File: config.mk
export PLATFORM = sky130hd
export DESIGN_NAME = pcm_sf_port
export DESIGN_NICKNAME = d
export VERILOG_FILES = /design/src/rtl/pcm_pkg.sv /design/src/rtl/pcm_edge_sync.sv /design/src/rtl/pcm_tx_ser.sv /design/src/rtl/pcm_rx_deser.sv /design/src/rtl/pcm_sf_port.sv
export SDC_FILE = /design/constraint.sdc
export NUM_CORES = 1
export LEC_CHECK = 0
export BUFFER_PORTS_ARGS = -buffer_cell sky130_fd_sc_hd__clkbuf_2
export CAP_MARGIN = 20
export CORE_UTILIZATION = 45
export DETAILED_ROUTE_END_ITERATION = 8
export PLACE_DENSITY = 0.72
export SLEW_MARGIN = 20
export SYNTH_ARGS = -nofsm -noshare
export SYNTH_HDL_FRONTEND = slang
export SYNTH_HIERARCHICAL = 1
export SYNTH_SLANG_ARGS = --single-unit
File: constraint.sdc
create_clock -name clk_i -period 1.71 [get_ports clk_i]
set_input_delay 0.342 -clock clk_i [delete_from_list [all_inputs] [get_ports clk_i]]
set_output_delay 0.342 -clock clk_i [all_outputs]
set_load 0.02 [all_outputs]
File: src/rtl/pcm_pkg.sv
package pcm_pkg;
  localparam int PCM_WORD_W = 8;
  localparam int PCM_SYNC_STAGES = 1;
endpackage

File: src/rtl/pcm_edge_sync.sv
// Samples a bit clock plus companion lines; index 0 of raw_i is the clock.
module pcm_edge_sync #(
  parameter int N = 2
) (
  input  logic         clk_i,
  input  logic         rst_ni,
  input  logic [N-1:0] raw_i,
  output logic [N-1:1] dat_o,
  output logic         rise_o,
  output logic         fall_o
);
  logic [N-1:0] smp_q;
  logic         clk_prev_q;

  always_ff @(posedge clk_i or negedge rst_ni) begin
    if (!rst_ni) begin
      smp_q      <= '0;
      clk_prev_q <= 1'b0;
    end else begin
      smp_q      <= raw_i;
      clk_prev_q <= smp_q[0];
    end
  end

  assign dat_o  = smp_q[N-1:1];
  assign rise_o = smp_q[0] & ~clk_prev_q;
  assign fall_o = ~smp_q[0] & clk_prev_q;
endmodule

File: src/rtl/pcm_tx_ser.sv
module pcm_tx_ser #(
  parameter int W = pcm_pkg::PCM_WORD_W
) (
  input  logic         clk_i,
  input  logic         rst_ni,
  input  logic         rise_i,
  input  logic         fall_i,
  input  logic         fs_i,
  input  logic [W-1:0] word_i,
  output logic         sd_o,
  output logic         oe_o
);
  localparam int CW = $clog2(W + 1);

  logic [W-1:0]  hold_q, shf_q;
  logic          hold_ok_q, go_q, pend_q, oe_q, sd_q;
  logic [CW-1:0] cnt_q;

  always_ff @(posedge clk_i or negedge rst_ni) begin
    if (!rst_ni) begin
      hold_q    <= '0;
      shf_q     <= '0;
      hold_ok_q <= 1'b0;
      go_q      <= 1'b0;
      pend_q    <= 1'b0;
      oe_q      <= 1'b0;
      sd_q      <= 1'b0;
      cnt_q     <= '0;
    end else if (fall_i) begin
      if (oe_q && cnt_q == CW'(W)) begin
        oe_q <= 1'b0;
        sd_q <= 1'b0;
      end
      if (fs_i) begin
        // previous-cycle word goes out, current word waits a frame
        shf_q     <= hold_q;
        go_q      <= hold_ok_q;
        hold_q    <= word_i;
        hold_ok_q <= 1'b1;
        pend_q    <= 1'b1;
        oe_q      <= 1'b0;
        sd_q      <= 1'b0;
      end
    end else if (rise_i) begin
      if (pend_q) begin
        pend_q <= 1'b0;
        if (go_q) begin
          oe_q  <= 1'b1;
          sd_q  <= shf_q[W-1];
          shf_q <= shf_q << 1;
          cnt_q <= CW'(1);
        end
      end else if (oe_q && cnt_q < CW'(W)) begin
        sd_q  <= shf_q[W-1];
        shf_q <= shf_q << 1;
        cnt_q <= cnt_q + CW'(1);
      end
    end
  end

  assign sd_o = sd_q;
  assign oe_o = oe_q;
endmodule

File: src/rtl/pcm_rx_deser.sv
module pcm_rx_deser #(
  parameter int W = pcm_pkg::PCM_WORD_W
) (
  input  logic         clk_i,
  input  logic         rst_ni,
  input  logic         fall_i,
  input  logic         fs_i,
  input  logic         sd_i,
  output logic [W-1:0] word_o,
  output logic         valid_o
);
  localparam int CW = $clog2(W);

  logic [W-2:0]  shf_q;
  logic [W-1:0]  word_q;
  logic [CW-1:0] cnt_q;
  logic          armed_q, valid_q;

  always_ff @(posedge clk_i or negedge rst_ni) begin
    if (!rst_ni) begin
      shf_q   <= '0;
      word_q  <= '0;
      cnt_q   <= '0;
      armed_q <= 1'b0;
      valid_q <= 1'b0;
    end else begin
      valid_q <= 1'b0;
      if (fall_i) begin
        if (armed_q) begin
          shf_q <= {shf_q[W-3:0], sd_i};
          cnt_q <= cnt_q + CW'(1);
          if (cnt_q == CW'(W - 1)) begin
            word_q  <= {shf_q, sd_i};
            valid_q <= 1'b1;
            armed_q <= 1'b0;
          end
        end
        // sync wins: restarts a partial word, or follows a finished one
        if (fs_i) begin
          armed_q <= 1'b1;
          cnt_q   <= '0;
        end
      end
    end
  end

  assign word_o  = word_q;
  assign valid_o = valid_q;
endmodule

File: src/rtl/pcm_sf_port.sv
module pcm_sf_port #(
  parameter int WORD_W = pcm_pkg::PCM_WORD_W
) (
  input  logic              clk_i,
  input  logic              rst_ni,
  input  logic              tx_bclk_i,
  input  logic              tx_fs_i,
  input  logic [WORD_W-1:0] tx_word_i,
  output logic              tx_sd_o,
  output logic              tx_oe_o,
  output logic              tx_slot_pd_o,
  input  logic              rx_bclk_i,
  input  logic              rx_fs_i,
  input  logic              rx_sd_i,
  output logic [WORD_W-1:0] rx_word_o,
  output logic              rx_valid_o
);
  logic       tx_rise_w, tx_fall_w, tx_fs_w;
  logic       rx_rise_w, rx_fall_w;
  logic [2:1] rx_dat_w;

  pcm_edge_sync #(.N(2)) u_tx_sync (
    .clk_i  (clk_i),
    .rst_ni (rst_ni),
    .raw_i  ({tx_fs_i, tx_bclk_i}),
    .dat_o  (tx_fs_w),
    .rise_o (tx_rise_w),
    .fall_o (tx_fall_w)
  );

  pcm_edge_sync #(.N(3)) u_rx_sync (
    .clk_i  (clk_i),
    .rst_ni (rst_ni),
    .raw_i  ({rx_sd_i, rx_fs_i, rx_bclk_i}),
    .dat_o  (rx_dat_w),
    .rise_o (rx_rise_w),
    .fall_o (rx_fall_w)
  );

  pcm_tx_ser #(.W(WORD_W)) u_tx (
    .clk_i  (clk_i),
    .rst_ni (rst_ni),
    .rise_i (tx_rise_w),
    .fall_i (tx_fall_w),
    .fs_i   (tx_fs_w),
    .word_i (tx_word_i),
    .sd_o   (tx_sd_o),
    .oe_o   (tx_oe_o)
  );

  pcm_rx_deser #(.W(WORD_W)) u_rx (
    .clk_i   (clk_i),
    .rst_ni  (rst_ni),
    .fall_i  (rx_fall_w & ~rx_rise_w),
    .fs_i    (rx_dat_w[1]),
    .sd_i    (rx_dat_w[2]),
    .word_o  (rx_word_o),
    .valid_o (rx_valid_o)
  );

  // open-drain slot indicator modelled as active-high pull-down enable
  assign tx_slot_pd_o = tx_oe_o;
endmodule

==> impl_metrics.env, run 1 <==
export IMPL_status="completed"
export IMPL_place_congestion=0.759
export IMPL_drt_wl_total_mm=3.55
export IMPL_antenna_cells=0
export IMPL_setup_slack_ps=155
export IMPL_postCtsSetupRepairBufs=0
export IMPL_dr_wl_met3_um=141
export IMPL_fin_nets=225
export IMPL_slowest_delay_ps=470
export IMPL_p_total_mw=3.15
export IMPL_cts_sinks=52
export IMPL_placed_area_um2=2510
export IMPL_p_leak_nw=1.27
export IMPL_netlist_area_um2=2300
export IMPL_ys_types=39
export IMPL_grt_pass1_vias=1324
export IMPL_num_rows=25
export IMPL_crit_chain="or3b_4 > a2111oi_4 > a21oi_1 > o22ai_2"
export IMPL_firstDrtPassIters=4
export IMPL_max_cap_violations=0
export IMPL_cts_root_buf="clkbuf_8"
export IMPL_worstPathRequired_ps=1940
export IMPL_ir_drop_uv=712
export IMPL_die_w_um=73.5
export IMPL_finalSetupViolations=0
export IMPL_synth_seq_cells=52
export IMPL_fmax_mhz=643
export IMPL_grt_max_degree=53
export IMPL_cp_max_fo=8
export IMPL_die_y_um=73.5
export IMPL_crit_arrival_ps=1780
export IMPL_synth_warnings=6
export IMPL_crit_slowest_cell="dfrtp_1"
export IMPL_wl_met1_mm=1.67
export IMPL_multiInputGateArea_um2=896
export IMPL_drtAntennaViolNets=0
export IMPL_pre_cts_ws_ps=186
export IMPL_routedWlPerCell_um=12.9
export IMPL_cts_tree="done"
export IMPL_antenna_found_initial=0
export IMPL_numCtsBuffers=5
export IMPL_powerDensity_nw_per_um2=1200
export IMPL_syn_to_final_growth_pct=14.1
export IMPL_path_clk_slew_ps=90
export IMPL_io_pins=27
export IMPL_synth_edff_count=0
export IMPL_placed_cells=266
export IMPL_final_layout_size_suffix_gt1_share_pct=36.7
export IMPL_cts_resized=0
export IMPL_routed_wl_met2_mm=1.69
export IMPL_core_area_um2=4820
export IMPL_grt_pass1_wl_mm=6.07
export IMPL_hold_class="in -> async"
export IMPL_drtIter0Drc=67
export IMPL_hpwl_mm=2.44
export IMPL_port_buffer_count=26
export IMPL_fin_cells=274
export IMPL_drv_slew=0
export IMPL_ys_seq_area_share_pct=56.6
export IMPL_ys_dominant_reg_cell="dfrtp_1"
export IMPL_fin_setup_tns_ps=0
export IMPL_avgSynthCellArea_um2=13.1
export IMPL_htreeDepth=2
export IMPL_max_slew_margin_pct=79.6
export IMPL_viasPerCell=5.17
export IMPL_stdcell_area_um2=2630
export IMPL_start_kind="register"
export IMPL_worst_pin_slew_ps=307
export IMPL_fin_crit_ps=1550
export IMPL_fillers=436
export IMPL_period_share_pct=90.9
export IMPL_dr_max_layer_used="met4"
export IMPL_worst_r2r_path_depth=4
export IMPL_track_usage_pct=14.9
export IMPL_die_area_um2=5400
export IMPL_hold_viol=0
export IMPL_path_class="reg -> reg"
export IMPL_ys_async_sr_fraction_pct=100
export IMPL_syn_nets=195
export IMPL_grt_ovfl_total=0
export IMPL_hold_buffers=0
export IMPL_clk_latency_ps=300
export IMPL_vias=1416
export IMPL_synth_cells=176
export IMPL_regArea_um2=1300
export IMPL_start_util_pct=47.7
export IMPL_cp_end_kind="register"
export IMPL_clock_path_buffers=2
export IMPL_fin_skew_ps=8.71
export IMPL_rsz0062_at_grt="false"
export IMPL_drc=0
path summary, 6_finish.rpt:
path,end,slack [ps],from
setup / recovery,u_tx/cnt_q[2]$_DFFE_PN0P_,160,u_tx/pend_q$_DFFE_PN0P_
setup reg to reg,u_tx/cnt_q[2]$_DFFE_PN0P_,160,u_tx/pend_q$_DFFE_PN0P_
hold / removal,u_tx/sd_o$_DFFE_PN0P_,20,rst_ni
min in group clk_i,u_rx_sync/smp_q[0]$_DFF_PN0_,140,rx_bclk_i
max in group asynchronous,u_tx/hold_q[3]$_DFFE_PN0P_,1460,rst_ni
hold reg to reg,u_tx_sync/clk_prev_q$_DFF_PN0_,400,u_tx_sync/smp_q[0]$_DFF_PN0_
report_power, final:
part	internal, mW	switching (mW)
clock network	0.433	0.389
registers	1.50	0.205
logic	0.330	0.300
total	2.26	0.894
synthesized netlist by cell type, types with 2 or more instances:
library cell | count | share of area [%]
mux2_2 | 24 | 12
nand2b_1 | 3 | 0.82
mux2i_1 | 7 | 3.0
dfrtp_1 | 52 | 57
nor2_1 | 6 | 0.98
a22oi_1 | 6 | 2.0
and2b_2 | 2 | 0.76
nand3_1 | 9 | 2.0
clkbuf_1 | 4 | 0.65
a211o_1 | 2 | 0.76
o21ai_0 | 4 | 0.87
buf_4 | 4 | 1.3
nand2_1 | 5 | 0.82
nor2b_1 | 4 | 1.1
and4b_1 | 2 | 0.87
buf_6 | 2 | 0.98
inv_1 | 8 | 1.3
ha_1 | 4 | 2.2
a21oi_1 | 8 | 1.7
cell usage in the layout (no fill, tap or decap), drive strengths merged:
cell type / count
buf: 8
bufinv: 1
nor2b: 5
a21oi: 9
nand3b: 1
clkinv: 1
and2b: 3
a41oi: 1
a211oi: 2
a22oi: 6
o311ai: 1
a2bb2oi: 1
nand2b: 3
or3b: 2
clkbuf: 31
inv: 8
clkinvlp: 1
dfrtp: 52
nand2: 6
o22ai: 2
a211o: 2
nand4bb: 1
and4b: 2
nor2: 6
a22o: 1
ha: 4
o21ai: 4
nand4b: 1
mux2: 24
nand3: 10
mux2i: 7
a2111oi: 1
state kept, by name (all words and copies together), names as in the netlist:
name and flops:
u_tx/go_q 1, u_rx/word_o 8, u_rx_sync/clk_prev_q 1, u_rx/cnt_q 3, u_rx/armed_q 1, u_tx/shf_q 8, u_rx/shf_q 7, u_tx_sync/smp_q 2
u_rx/valid_o 1, u_tx/hold_q 8, u_rx_sync/smp_q 3, u_tx/sd_o 1, u_tx/cnt_q 4, u_tx/pend_q 1, u_tx/oe_o 1, u_tx/hold_ok_q 1
u_tx_sync/clk_prev_q 1
cell type report:
| class | count | area share [%] |
|---|---|---|
| clock inverters | 3 | 1.62 |
| multi-input cells | 105 | 34.1 |
| flip-flops and latches | 52 | 49.6 |
| inverters | 8 | 1.14 |
| clock buffers | 5 | 2.62 |
| well taps | 67 | 3.19 |
| repair buffers | 34 | 7.72 |
cells by family (layout without fill, tap and decap cells):
family,Yosys count,after routing,synth area share [%]
multiplexers,31,31,14.8
AO/OA/AOI/OAI,30,30,10.4
AND/OR/NAND/NOR,40,40,11.5
flip-flops,52,52,56.6
buffers and inverters,19,50,4.46
adder cells (fa/ha/maj),4,4,2.18
worst max-delay path, delay by kind of cell (launching register included):
family / cells / cell delay (ps)
compound gates: 3 / 540
flops: 1 / 470
simple gates: 1 / 460
layer usage:
layer	GRT usage, %	vias to the layer above
met1	19.7	702
met2	23.6	25
met4	5.13	0
met3	4.12	5
li1	-	684
met5	0	-
through the flow:
stage,hold WS (ps),util [%]
final,20.3,54.5
after global placement,363,52.2
after detailed placement,361,52.2
after floorplan,46.4,-
after global routing,35.3,54.5
after CTS,28.0,54.5
Power figures use the tool's default switching activity.
==> inputs of run 2 (changes only) <==
Settings changed: SETUP_SLACK_MARGIN from default to 0.2.
==> impl_metrics.env, run 2 (synthesis results as in run 1) <==
export IMPL_path_class="reg -> reg"
export IMPL_vias=1454
export IMPL_final_layout_size_suffix_gt1_share_pct=41.3
export IMPL_port_buffer_count=26
export IMPL_num_rows=25
export IMPL_htreeDepth=2
export IMPL_r2r_end="u_tx/cnt_q[2]$_DFFE_PN0P_"
export IMPL_status="completed"
export IMPL_cp_end_kind="register"
export IMPL_clk_latency_ps=310
export IMPL_io_pins=27
export IMPL_antenna_found_initial=0
export IMPL_hpwl_mm=2.55
export IMPL_regArea_um2=1300
export IMPL_drt_wl_total_mm=3.89
export IMPL_grt_pass1_vias=1396
export IMPL_stdcell_area_um2=2690
export IMPL_viasPerCell=5.19
export IMPL_grt_max_degree=53
export IMPL_drtAntennaViolNets=0
export IMPL_antenna_cells=0
export IMPL_ir_drop_uv=574
export IMPL_start_util_pct=47.7
export IMPL_drv_slew=0
export IMPL_max_cap_violations=0
export IMPL_grt_pass1_wl_mm=6.52
export IMPL_fin_skew_ps=9.88
export IMPL_routedWlPerCell_um=13.9
export IMPL_path_clk_slew_ps=100
export IMPL_drtIter0Drc=96
export IMPL_fillers=431
export IMPL_fin_nets=231
export IMPL_final_cell_mix="50 x dfrtp_1, 26 x clkbuf_2, 24 x mux2_2"
export IMPL_multiInputGateArea_um2=928
export IMPL_worst_r2r_path_depth=4
export IMPL_cp_max_fo=2
export IMPL_core_area_um2=4820
export IMPL_crit_arrival_ps=1740
export IMPL_drc=0
export IMPL_cts_sinks=52
export IMPL_r2r_setup_slack_ps=210
export IMPL_fmax_mhz=667
export IMPL_hold_class="in -> async"
export IMPL_worstPathRequired_ps=1950
export IMPL_p_leak_nw=1.28
export IMPL_cts_root_buf="clkbuf_8"
export IMPL_track_usage_pct=16.3
export IMPL_grt_ovfl_total=0
export IMPL_crit_slowest_cell="or3b_4"
export IMPL_placed_area_um2=2510
export IMPL_finalSetupViolations=0
export IMPL_start_kind="register"
export IMPL_cts_tree="done"
export IMPL_slowest_delay_ps=440
export IMPL_rsz0062_at_grt="true"
export IMPL_clock_path_buffers=2
export IMPL_firstDrtPassIters=4
export IMPL_syn_to_final_growth_pct=17.0
export IMPL_final_common_cell="dfrtp_1"
export IMPL_worst_pin_slew_ps=413
export IMPL_die_area_um2=5400
export IMPL_place_congestion=0.798
export IMPL_period_share_pct=87.7
export IMPL_crit_chain="or3b_4 > a2111oi_4 > a21oi_1 > o22ai_2"
export IMPL_p_total_mw=3.10
export IMPL_fin_setup_tns_ps=0
export IMPL_numCtsBuffers=5
export IMPL_hold_viol=0
export IMPL_fin_crit_ps=1500
export IMPL_powerDensity_nw_per_um2=1150
export IMPL_max_slew_margin_pct=72.5
export IMPL_die_y_um=73.5
export IMPL_die_w_um=73.5
export IMPL_timing_rr_start="u_tx/pend_q$_DFFE_PN0P_"
run 2: layer usage:
| metal | up-vias | GRT usage (%) | wire length [um] |
|---|---|---|---|
| li1 | 700 | - | - |
| met1 | 723 | 22.1 | 1830 |
| met2 | 25 | 24.3 | 1860 |
| met3 | 6 | 4.80 | 132 |
| met4 | 0 | 7.26 | 63 |
| met5 | - | 0 | 0 |
run 2: area by class of cell:
cell class	count	area share, %
multi-input cells	106	34.5
inverters	8	1.12
well taps	67	3.11
flip-flops and latches	52	48.4
clock buffers	5	2.56
clock inverters	3	0.883
repair buffers	39	9.39
run 2: worst max-delay path by stage:
stage,startpoint,end,cells after the start
after detailed placement,u_tx/pend_q$_DFFE_PN0P_,u_tx/cnt_q[3]$_DFFE_PN0P_,4
after floorplan,u_tx/pend_q$_DFFE_PN0P_,u_tx/cnt_q[2]$_DFFE_PN0P_,5
final,u_tx/pend_q$_DFFE_PN0P_,u_tx/cnt_q[2]$_DFFE_PN0P_,4
after global routing,u_tx/oe_o$_DFFE_PN0P_,u_tx/cnt_q[2]$_DFFE_PN0P_,4
after CTS,u_tx_sync/smp_q[0]$_DFF_PN0_,u_tx/cnt_q[2]$_DFFE_PN0P_,5
after global placement,u_tx/pend_q$_DFFE_PN0P_,u_tx/cnt_q[3]$_DFFE_PN0P_,4
run 2: repair_timing:
item	CTS	global route
setup buffers	3	3
pin swaps	1	0
endpoints found under the setup margin	4	17
gates cloned	0	1
gates resized for setup	3	4
hold buffers	0	0
run 2: power breakdown:
part	switching, mW	total, mW	internal, mW
Combinational	0.328	0.686	0.358
Clock	0.416	0.706	0.290
Sequential	0.209	1.71	1.50
run 2: metrics by stage:
stage	utilization, %	setup WS, ps	hold WS (ps)	cells
4_1_cts	54.6	200	16.2	276
5_1_grt	55.9	154	24.7	280
3_5_place_dp	52.1	167	360	265
6_report	55.9	210	4.73	280
3_3_place_gp	52.1	220	364	265
2_1_floorplan	-	224	46.4	176
run 2: worst max-delay path: cells and delay by family, from the launching register on:
family           cells  cell delay (ps)
AO/OA/AOI/OAI        3              580
AND/OR/NAND/NOR      1              440
flip-flops           1              420
==> inputs of run 3 (changes only) <==
Settings changed: ABC_AREA from default to 1, HOLD_SLACK_MARGIN from default to 0.08.
==> impl_metrics.env, run 3 <==
export IMPL_r2r_end="u_tx/shf_q[2]$_DFFE_PN0P_"
export IMPL_firstDrtPassIters=4
export IMPL_p_leak_nw=1.49
export IMPL_ys_async_sr_fraction_pct=100
export IMPL_viasPerCell=4.77
export IMPL_cp_top_family="simple AND/OR/NAND/NOR gates"
export IMPL_fin_setup_tns_ps=0
export IMPL_fin_nets=313
export IMPL_synth_top_area_share_pct=55.3
export IMPL_p_int_mw=1.97
export IMPL_cp_depth=6
export IMPL_cp_end_kind="register"
export IMPL_drtIter0Drc=106
export IMPL_vias=1725
export IMPL_final_common_cell="nand2_1"
export IMPL_drtAntennaViolNets=0
export IMPL_synth_area_leaders="dfrtp_1 55%, nand2_1 20%, nand2_4 3.8%, nand4_1 3.2%, nand3_1 2.6%"
export IMPL_grt_max_degree=53
export IMPL_endpoint="u_tx/shf_q[2]$_DFFE_PN0P_"
export IMPL_cts_tree="done"
export IMPL_core_area_um2=4880
export IMPL_netlist_area_um2=2350
export IMPL_max_cap_violations=0
export IMPL_hold_viol=0
export IMPL_numCtsBuffers=5
export IMPL_crit_slowest_cell="dfrtp_1"
export IMPL_grt_pass1_wl_mm=7.25
export IMPL_rsz0062_at_grt="true"
export IMPL_cts_sinks=52
export IMPL_drt_wl_total_mm=4.01
export IMPL_syn_nets=285
export IMPL_regArea_um2=1300
export IMPL_netlist_top_cells_count="125 x nand2_1, 52 x dfrtp_1, 15 x inv_1"
export IMPL_p_sw_mw=0.853
export IMPL_path_clk_slew_ps=90
export IMPL_final_layout_size_suffix_gt1_share_pct=20.3
export IMPL_p_comb_share_pct=18.0
export IMPL_grt_ovfl_total=0
export IMPL_grt_pass1_vias=1624
export IMPL_antenna_found_initial=0
export IMPL_synth_cells=266
export IMPL_hpwl_mm=2.82
export IMPL_ys_seq_area_share_pct=55.3
export IMPL_path_class="reg -> reg"
export IMPL_worstPathRequired_ps=1900
export IMPL_powerDensity_nw_per_um2=1070
export IMPL_htreeDepth=2
export IMPL_critPathLaunch="u_tx_sync/smp_q[0]$_DFF_PN0_"
export IMPL_switching_share_pct=30.2
export IMPL_fin_crit_ps=1380
export IMPL_final_cell_mix="125 x nand2_1, 52 x dfrtp_1, 26 x clkbuf_2"
export IMPL_synth_warnings=6
export IMPL_fillers=474
export IMPL_synth_edff_count=0
export IMPL_cp_max_fo=11
export IMPL_holdPathStages=1
export IMPL_max_slew_margin_pct=70.7
export IMPL_port_buffer_count=26
export IMPL_place_congestion=0.787
export IMPL_cp_common_cell="nand2_1"
export IMPL_clk_latency_ps=300
export IMPL_crit_arrival_ps=1580
export IMPL_synth_most_common_cell="nand2_1"
export IMPL_finalSetupViolations=0
export IMPL_period_share_pct=81.0
export IMPL_status="completed"
export IMPL_p_seq_share_pct=57.0
export IMPL_antenna_cells=0
export IMPL_ys_dominant_reg_cell="dfrtp_1"
export IMPL_yosysTopAreaCell="dfrtp_1"
export IMPL_slowest_delay_ps=400
export IMPL_start_util_pct=48.2
export IMPL_num_rows=25
export IMPL_hold_class="in -> reg"
export IMPL_timing_rr_start="u_tx_sync/smp_q[0]$_DFF_PN0_"
export IMPL_routedWlPerCell_um=11.1
export IMPL_stdcell_area_um2=2640
export IMPL_worst_pin_slew_ps=440
export IMPL_die_area_um2=5520
export IMPL_cp_num_buf_inv=1
export IMPL_crit_chain="nor2_1 > inv_2 > nand3_4 > nand2_4 > nand2_1 > nand2_1"
export IMPL_die_w_um=74.3
export IMPL_synth_seq_cells=52
export IMPL_start_kind="register"
export IMPL_drc=0
export IMPL_placed_area_um2=2530
export IMPL_drv_slew=0
export IMPL_ys_types=20
export IMPL_ir_drop_uv=576
export IMPL_die_y_um=74.3
export IMPL_io_pins=27
export IMPL_postCtsSetupRepairBufs=0
export IMPL_clock_path_buffers=2
export IMPL_cts_root_buf="clkbuf_8"
export IMPL_clkPwrFrac_pct=25.1
export IMPL_track_usage_pct=17.5
export IMPL_worst_r2r_path_depth=6
export IMPL_r2r_setup_slack_ps=330
export IMPL_multiInputGateArea_um2=896
export IMPL_avgSynthCellArea_um2=8.85
export IMPL_fmax_mhz=722
export IMPL_fin_skew_ps=5.48
export IMPL_p_total_mw=2.82
export IMPL_syn_to_final_growth_pct=12.1
[run 3: layer usage]
metal	track usage (%)	wire [um]	vias up	part of all wire (%)
li1	-	-	881	-
met5	0	0	-	0
met4	8.60	83	0	2.1
met1	22.2	1900	814	47
met3	2.85	113	5	2.8
met2	29.4	1910	25	48
[run 3: logic make-up (layout without fill, tap and decap cells)]
kind of cell	Yosys count	in the layout	share of synthesized area [%]
and+or+nand+nor	172	172	33.8
DFF	52	52	55.3
buffers and inverters	30	59	6.86
AOI/OAI and AO/OA	7	7	1.54
adders and majority gates	4	4	2.13
xor gates and xnor gates	1	1	0.372
[run 3: power groups by stage]
stage                     registers, mW  clock network [mW]  logic [mW]
after floorplan                    1.59                   0       0.397
after global placement             1.63                   0       0.496
after detailed placement           1.63                   0       0.513
after CTS                          1.61               0.737       0.516
after global routing               1.64               0.785       0.594
final                              1.61               0.707       0.507
[run 3: worst min-delay path by stage]
| stage | startpoint | endpoint | slack [ps] |
|---|---|---|---|
| 3_5_place_dp | rst_ni | u_rx/cnt_q[0]$_DFFE_PN0P_ | 360 |
| 3_3_place_gp | rst_ni | u_rx_sync/smp_q[1]$_DFF_PN0_ | 360 |
| 2_1_floorplan | rst_ni | u_rx/armed_q$_DFFE_PN0P_ | 50 |
| 6_report | tx_fs_i | u_tx_sync/smp_q[1]$_DFF_PN0_ | 140 |
| 5_1_grt | rx_bclk_i | u_rx_sync/smp_q[0]$_DFF_PN0_ | 130 |
| 4_1_cts | tx_fs_i | u_tx_sync/smp_q[1]$_DFF_PN0_ | 130 |
[run 3: layout make-up]
cell class / instances / share of cell area (%)
Clock buffer: 6 / 3.13
Clock inverter: 2 / 0.379
Inverter: 18 / 2.56
Multi-Input combinational cell: 184 / 33.9
Sequential cell: 52 / 49.3
Tap cell: 67 / 3.18
Timing Repair Buffer: 33 / 7.49
[run 3: worst reg2reg max path, delay by kind of cell, from the launching register on]
kind,cells,cell delay [ps]
and+or+nand+nor,5,670
DFF,1,400
buffers and inverters,1,200
[run 3: stage by stage]
stage	utilization, %	hold WS (ps)	instances	worst slack (ps)
final	54.1	141	362	326
after global routing	54.1	130	362	143
after CTS	54.0	133	362	293
after detailed placement	51.9	359	353	310
after global placement	51.9	356	353	350
after floorplan	-	46.4	266	474
[run 3: repair_timing]
action	4_1_cts	5_1_grt
hold endpoints to repair	52	0
hold buffers	1	0
gates resized for setup	0	2
endpoints found under the setup margin	0	15
